==> config.mk <==
export PLATFORM = sky130hd
export DESIGN_NAME = cfg_stream_reader
export DESIGN_NICKNAME = d
export VERILOG_FILES = /design/src/rtl/cfg_stream_pkg.sv /design/src/rtl/cfg_rst_sync.sv /design/src/rtl/cfg_bit_store.sv /design/src/rtl/cfg_addr_ctr.sv /design/src/rtl/cfg_out_ctl.sv /design/src/rtl/cfg_stream_reader.sv
export SDC_FILE = /design/constraint.sdc
export NUM_CORES = 1
export LEC_CHECK = 0
export BUFFER_PORTS_ARGS = -buffer_cell sky130_fd_sc_hd__buf_2
export CAP_MARGIN = 20
export CORE_AREA = 2 2 39 41
export CTS_CLUSTER_DIAMETER = 100
export DETAILED_ROUTE_END_ITERATION = 12
export DIE_AREA = 0 0 41 43
export PLACE_DENSITY = 0.75
export SLEW_MARGIN = 20
export SYNTH_ARGS = -nofsm -noshare
export SYNTH_HDL_FRONTEND = slang
export SYNTH_HIERARCHICAL = 1
export SYNTH_SLANG_ARGS = --single-unit
==> constraint.sdc <==
create_clock -name clk -period 2.8 [get_ports clk]
set_clock_uncertainty 0.2 [all_clocks]
set_input_delay 0.84 -clock clk [delete_from_list [all_inputs] [get_ports clk]]
set_output_delay 0.84 -clock clk [all_outputs]
set_load 0.02 [all_outputs]
==> src/rtl/cfg_stream_pkg.sv <==
package cfg_stream_pkg;

  localparam int unsigned CONTENT_MUL  = 37;
  localparam logic [15:0] CONTENT_MASK = 16'h02D5;

  // Stored bit for a given address: parity of a scrambled address word.
  function automatic logic content_bit(input int unsigned addr, input logic [15:0] seed);
    logic [15:0] word;
    word = 16'(addr * CONTENT_MUL) + seed;
    return ^(word & CONTENT_MASK);
  endfunction

endpackage

==> src/rtl/cfg_rst_sync.sv <==
module cfg_rst_sync (
  input  logic clk,
  input  logic rst_n,
  output logic rst_sync_n
);

  logic meta_q;
  logic hold_q;

  always_ff @(posedge clk or negedge rst_n) begin
    if (!rst_n) begin
      meta_q <= 1'b0;
      hold_q <= 1'b0;
    end else begin
      meta_q <= 1'b1;
      hold_q <= meta_q;
    end
  end

  assign rst_sync_n = hold_q;

endmodule

==> src/rtl/cfg_bit_store.sv <==
module cfg_bit_store #(
  parameter int unsigned DEPTH = 64,
  parameter logic [15:0] SEED  = 16'h0000,
  localparam int unsigned AW   = $clog2(DEPTH),
  localparam int unsigned SPAN = 1 << AW
) (
  input  logic [AW-1:0] addr,
  output logic          bit_o
);

  logic [SPAN-1:0] bits;

  // Valid addresses hold computed content; unused addresses hold zero.
  for (genvar g = 0; g < SPAN; g++) begin : g_cell
    if (g < DEPTH) begin : g_used
      assign bits[g] = cfg_stream_pkg::content_bit(g, SEED);
    end else begin : g_pad
      assign bits[g] = 1'b0;
    end
  end

  assign bit_o = bits[addr];

endmodule

==> src/rtl/cfg_addr_ctr.sv <==
module cfg_addr_ctr #(
  parameter int unsigned DEPTH = 64,
  localparam int unsigned AW   = $clog2(DEPTH),
  localparam logic [AW-1:0] LAST = AW'(DEPTH - 1)
) (
  input  logic          clk,
  input  logic          rst_n,
  input  logic          clr,
  input  logic          run,
  output logic [AW-1:0] addr_q,
  output logic          done_q
);

  logic [AW-1:0] addr_d;
  logic          done_d;

  always_comb begin
    addr_d = addr_q;
    done_d = done_q;
    if (clr) begin
      addr_d = '0;
      done_d = 1'b0;
    end else if (run && !done_q) begin
      if (addr_q == LAST) begin
        done_d = 1'b1;
      end else begin
        addr_d = addr_q + 1'b1;
      end
    end
  end

  always_ff @(posedge clk or negedge rst_n) begin
    if (!rst_n) begin
      addr_q <= '0;
      done_q <= 1'b0;
    end else begin
      addr_q <= addr_d;
      done_q <= done_d;
    end
  end

endmodule

==> src/rtl/cfg_out_ctl.sv <==
module cfg_out_ctl (
  input  logic run,
  input  logic done,
  input  logic bit_i,
  output logic data_o,
  output logic data_oe,
  output logic ceo_n
);

  always_comb begin
    data_oe = run && !done;
    data_o  = data_oe ? bit_i : 1'b0;
    ceo_n   = !done;
  end

endmodule

==> src/rtl/cfg_stream_reader.sv <==
module cfg_stream_reader #(
  parameter int unsigned DEPTH              = 64,
  parameter logic [15:0] SEED               = 16'h0000,
  parameter bit          RST_OE_ACTIVE_HIGH = 1'b1,
  localparam int unsigned AW                = $clog2(DEPTH)
) (
  input  logic clk,
  input  logic rst_n,
  input  logic ce_n,
  input  logic rst_oe,
  input  logic ser_en_n,
  output logic data_o,
  output logic data_oe,
  output logic ceo_n
);

  logic          rst_sync_n;
  logic          rst_act;
  logic          run;
  logic [AW-1:0] addr_q;
  logic          done_q;
  logic          cur_bit;

  cfg_rst_sync u_rst_sync (
    .clk        (clk),
    .rst_n      (rst_n),
    .rst_sync_n (rst_sync_n)
  );

  if (RST_OE_ACTIVE_HIGH) begin : g_pol_high
    assign rst_act = rst_oe;
  end else begin : g_pol_low
    assign rst_act = !rst_oe;
  end

  assign run = !ce_n && ser_en_n && !rst_act;

  cfg_addr_ctr #(.DEPTH(DEPTH)) u_ctr (
    .clk    (clk),
    .rst_n  (rst_sync_n),
    .clr    (rst_act),
    .run    (run),
    .addr_q (addr_q),
    .done_q (done_q)
  );

  cfg_bit_store #(.DEPTH(DEPTH), .SEED(SEED)) u_store (
    .addr  (addr_q),
    .bit_o (cur_bit)
  );

  cfg_out_ctl u_out (
    .run     (run),
    .done    (done_q),
    .bit_i   (cur_bit),
    .data_o  (data_o),
    .data_oe (data_oe),
    .ceo_n   (ceo_n)
  );

endmodule

# [Word-level counts from Yosys, hierarchy flattened]
# Memories as Yosys holds them, arrays and structs flattened.
# Index checks and enable logic that the tools add are counted.
[word_totals] latchBits=0 n_memories=1 in_bits=5 romBits=64 regBits=9 out_inout_bits=3 ramBits=0 wordCells=27
[mem_list] name="(no name shown)" words=64 word_bits=1 read_ports=1 rd_ports_with_merged_regs=0 wr=0 line="cfg_bit_store.sv:22" rtl="assign bit_o = bits[addr];"
[classes] magnitude_cmp=1 n_shift=0 add_sub_neg=1 bitwise=0 div=0 n_mul=0 n_mux=8 n_reduce_logical=10 eq_ne=2
[op_table] op="6-bit two-way mux" count=3
[op_table] op="6-bit by 7-bit < comparator with 1-bit output, second input constant" count=1
[op_table] op="6-bit by 1-bit adder with 6-bit output, second input constant" count=1
[op_table] op="6-bit equality test, second input constant" count=1
[op_table] op="1-bit two-way mux" count=5
[op_table] op="2-bit AND reduction" count=2
[op_table] op="2-bit nonzero test" count=2
[op_table] op="1-bit logical AND" count=3
[op_table] op="1-bit logical NOT" count=3
[op_table] op="2-bit inequality test, second input constant" count=1

# [Depth between registers and ports, before layout]
[depth] ltp_word=6 mapped_depth=7 depth_no_buf=7

# [By module]
# Netlist, hierarchy kept.
[modules_own_cells] module="cfg_addr_ctr" seq_area_each_um2=175.2 n_inst=1 cells_each=37 area_per_inst_um2=365.4
[modules_own_cells] module="cfg_bit_store" seq_area_each_um2=0.0 n_inst=1 cells_each=19 area_per_inst_um2=138.9
[modules_own_cells] module="cfg_rst_sync" seq_area_each_um2=50.0 n_inst=1 cells_each=3 area_per_inst_um2=53.8
[modules_own_cells] module="cfg_out_ctl" seq_area_each_um2=0.0 n_inst=1 cells_each=3 area_per_inst_um2=18.8
[modules_own_cells] module="cfg_stream_reader" seq_area_each_um2=0.0 n_inst=1 cells_each=1 area_per_inst_um2=12.5

# [Worst setup path after synthesis]
# Ideal clock, no wire load.
[synth_path] path_type="register to output" start="register u_ctr.addr_q[0]" end="output data_o" arrival_time_ns=1.607 n_path_buf=0 required_ns=1.760 stages_incl_launch_ff=8 setup_slack_ns=0.153 path_cell_list="dfrtp_1 > inv_1 > ha_1 > o31ai_1 > a21oi_1 > or3_1 > o311ai_1 > and3b_1"
[synth_between] elab_chain_cells=3
[synth_lines] element="start, declared" line="cfg_addr_ctr.sv:10" rtl="output logic [AW-1:0] addr_q,"
[synth_lines] element="start signal, assigned" line="cfg_addr_ctr.sv:37" rtl="addr_q <= addr_d;"
[synth_lines] element="memory 64 x 1 bit"
[synth_lines] element="1-bit two-way mux (not written as such)" line="cfg_bit_store.sv:22"
[synth_lines] element="via cur_bit" line="cfg_stream_reader.sv:22" rtl="logic cur_bit;"
[synth_lines] element="1-bit two-way mux" line="cfg_out_ctl.sv:12" rtl="data_o = data_oe ? bit_i : 1'b0;"
[synth_lines] element="end, declared" line="cfg_stream_reader.sv:12" rtl="output logic data_o,"
# The timed path passes the listed nets, and every way through them passes these cells. The select of a mux whose other input is x is not followed.

# [Worst setup path in the final report]
# Ends and elaborated chain as after synthesis.

==> results.json <==
{
  "post-route-period-util": 1.05,
  "crit_fanout": 2,
  "status": "finished with violations",
  "leakage_uw": 0.000354,
  "root_buffer": "clkbuf_4",
  "synth-async-reset-ratio": 1.00,
  "drt-pass1-iter-count": 4,
  "antenna_left": 0,
  "r2r_setup_slack_ps": 820,
  "routedWlPerCell_um": 13.2,
  "synth_edf_count": 0,
  "grt_pass1_wl_um": 2240,
  "synth.distinct_cells": 30,
  "place_inst": 89,
  "cts.sinks": 9,
  "vias_per_cell": 5.33,
  "core-area_mm2": 0.00138,
  "num_antenna_cells": 0,
  "synth.yosys.warnings": 6,
  "ys_ff_latch": 9,
  "grt_pass1_vias": 529,
  "reg2reg_from": "u_ctr/addr_q[0]$_DFFE_PN0P_",
  "rows": 14,
  "place.gp.congestion": 0.807,
  "drc_errors": 0,
  "grt_max_degree": 12,
  "layout_setup_ws_ps": -131,
  "cap_violations": 0,
  "dieArea_mm2": 0.00176,
  "setup.worst_path.class": "reg -> out",
  "avgSynthCellArea_um2": 9.35,
  "antenna_found_initial": 0,
  "cts_buffer_depth": 2,
  "layout-drive-gt1-share": 0.366,
  "setup_viol": 1,
  "chipWidth_um": 41,
  "r2r_cells": 8,
  "place_hpwl_um": 860,
  "violations": "negative setup slack",
  "clkTransAtPathRegs_ps": 70,
  "powerDensity_mw_per_mm2": 345,
  "hold_violations": 0,
  "portBuffers": 7,
  "drt_iter0_markers": 15,
  "cts_tree": "built",
  "dp_slack_ps": 82.3,
  "die-height_um": 43,
  "cp-end-kind": "primary output",
  "fin_crit_ps": 2930,
  "layoutNonFillerInstCount": 98,
  "insertion_delay_ps": 260,
  "r2r_end": "u_ctr/addr_q[5]$_DFFE_PN0P_",
  "placement.cell_area_um2": 671,
  "rsz0062_at_grt": "true",
  "drv_slew": 0,
  "ys_seq_area_frac": 0.382,
  "fin_setup_tns_ps": -131,
  "syn_area_um2": 589,
  "synthFlopType": "dfrtp_1",
  "crit_required_ps": 1760,
  "syn_inst": 63,
  "fillers": 127,
  "overflow": 0,
  "grt_usage": 0.194,
  "critPathArrivalTime_ps": 1890,
  "min_path_type": "in -> async",
  "nets": 92,
  "area_growth_pct": 30.8,
  "htreeDepth": 1,
  "numCtsBuffers": 3,
  "start_util": 0.426,
  "io_pins": 8,
  "vdd_drop_max_v": 0.000214,
  "max_freq_mhz": 341,
  "vias": 522,
  "cp-start-kind": "register",
  "syn_nets": 72,
  "final_area_um2": 771,
  "routed_wl_um": 1290
}
## worst max-delay path: stages (launching register included)
cell      delay [ps]
dfrtp_1          400
buf_6            130
ha_4             150
mux2i_1          120
a21oi_1           70
or3_1            360
o311ai_1          80
and3b_1          210
buf_6            120
## what timing repair did
action	4_1_cts	5_1_grt
buffers inserted	4	0
hold endpoints to repair	7	0
pin swaps	5	3
endpoints found under the setup margin	1	1
resized for setup	8	4
hold buffers	1	0
## registers in the layout, indices dropped and copies added (netlist names)
name	flops
u_ctr/addr_q	6
u_ctr/done_q	1
u_rst_sync/meta_q	1
u_rst_sync/rst_sync_n	1
## where the power goes
group          internal (uW)  switching (uW)
Clock                   54.9            46.7
Sequential               133            1.48
Combinational           15.5            15.0
## layout make-up
cell class / instances / area (um^2) / share of cell area
Sequential cell: 9 / 228 / 0.295
Tap cell: 16 / 20.0 / 0.0260
Multi-Input combinational cell: 49 / 367 / 0.476
Clock buffer: 4 / 26.3 / 0.0341
Timing Repair Buffer: 16 / 115 / 0.149
Inverter: 4 / 15.0 / 0.0195
## metal layers
layer  global-route usage  share of wire
met5                    0              0
met4                0.167          0.019
met3               0.0314          0.014
met2                0.288           0.51
met1                0.228           0.46
## cells in the mapped netlist (2+ instances only)
master | number | area share
dfrtp_1 | 9 | 0.38
nor2_1 | 9 | 0.057
ha_1 | 4 | 0.085
inv_1 | 4 | 0.025
nand2_1 | 4 | 0.025
nor2b_1 | 4 | 0.042
a21oi_1 | 2 | 0.017
and3b_1 | 2 | 0.030
mux2i_1 | 2 | 0.034
nand3_1 | 2 | 0.017
xor2_1 | 2 | 0.030
## cell usage in the layout, fill, tap and decap left out
| master | count |
|---|---|
| nor3b_2 | 1 |
| ha_4 | 1 |
| o21ai_0 | 1 |
| buf_6 | 2 |
| mux2i_1 | 2 |
| and3_1 | 1 |
| o311ai_1 | 1 |
| a31oi_1 | 1 |
| nand3_1 | 2 |
| o211ai_2 | 1 |
| nor2b_1 | 4 |
| a21oi_1 | 2 |
| nor3_1 | 1 |
| o21ai_1 | 1 |
| a2111oi_1 | 1 |
| nor3b_1 | 1 |
| a21o_2 | 1 |
| buf_2 | 6 |
| xor2_1 | 2 |
| ha_1 | 2 |
| clkbuf_1 | 1 |
| nand3_2 | 1 |
| o31ai_2 | 1 |
| dlygate4sd3_1 | 1 |
| inv_1 | 2 |
| conb_1 | 1 |
| a221o_1 | 1 |
| and3b_1 | 2 |
| nor2_1 | 9 |
| a22oi_1 | 1 |
| dfrtp_2 | 2 |
| or3_1 | 1 |
| buf_4 | 7 |
| clkbuf_4 | 3 |
| inv_2 | 2 |
| mux2_4 | 1 |
| nand2_1 | 4 |
| dfrtp_1 | 7 |
| ha_2 | 1 |
## cell families (layout without fill, tap and decap cells)
| family | count (synthesis) | count (layout) | synth area share |
|---|---|---|---|
| compound gates | 12 | 12 | 0.153 |
| fa+ha+maj | 4 | 4 | 0.0849 |
| simple gates | 27 | 27 | 0.253 |
| mux | 3 | 3 | 0.0594 |
| flops | 9 | 9 | 0.382 |
| buf+inv | 5 | 24 | 0.0318 |
| other cells | 1 | 1 | 0.00636 |
| xor+xnor | 2 | 2 | 0.0297 |
## worst max path at each step
stage / startpoint / end / slack (ps) / depth (start not counted)
after floorplan: u_ctr/addr_q[0]$_DFFE_PN0P_ / data_o / 150 / 7
after global placement: u_ctr/addr_q[1]$_DFFE_PN0P_ / data_o / 110 / 8
after detailed placement: u_ctr/addr_q[0]$_DFFE_PN0P_ / data_o / 80 / 8
after CTS: u_ctr/addr_q[1]$_DFFE_PN0P_ / data_o / -150 / 7
after global routing: u_ctr/addr_q[0]$_DFFE_PN0P_ / data_o / -290 / 8
final: u_ctr/addr_q[0]$_DFFE_PN0P_ / data_o / -130 / 8
## stage by stage
stage	util	total power [uW]	hold slack, ps
4_1_cts	0.554	268	142
3_3_place_gp	0.485	159	-79.3
5_1_grt	0.557	281	137
6_report	0.557	266	146
2_1_floorplan	-	149	-119
3_5_place_dp	0.485	159	-72.0
(Power assumes the default switching activity.)
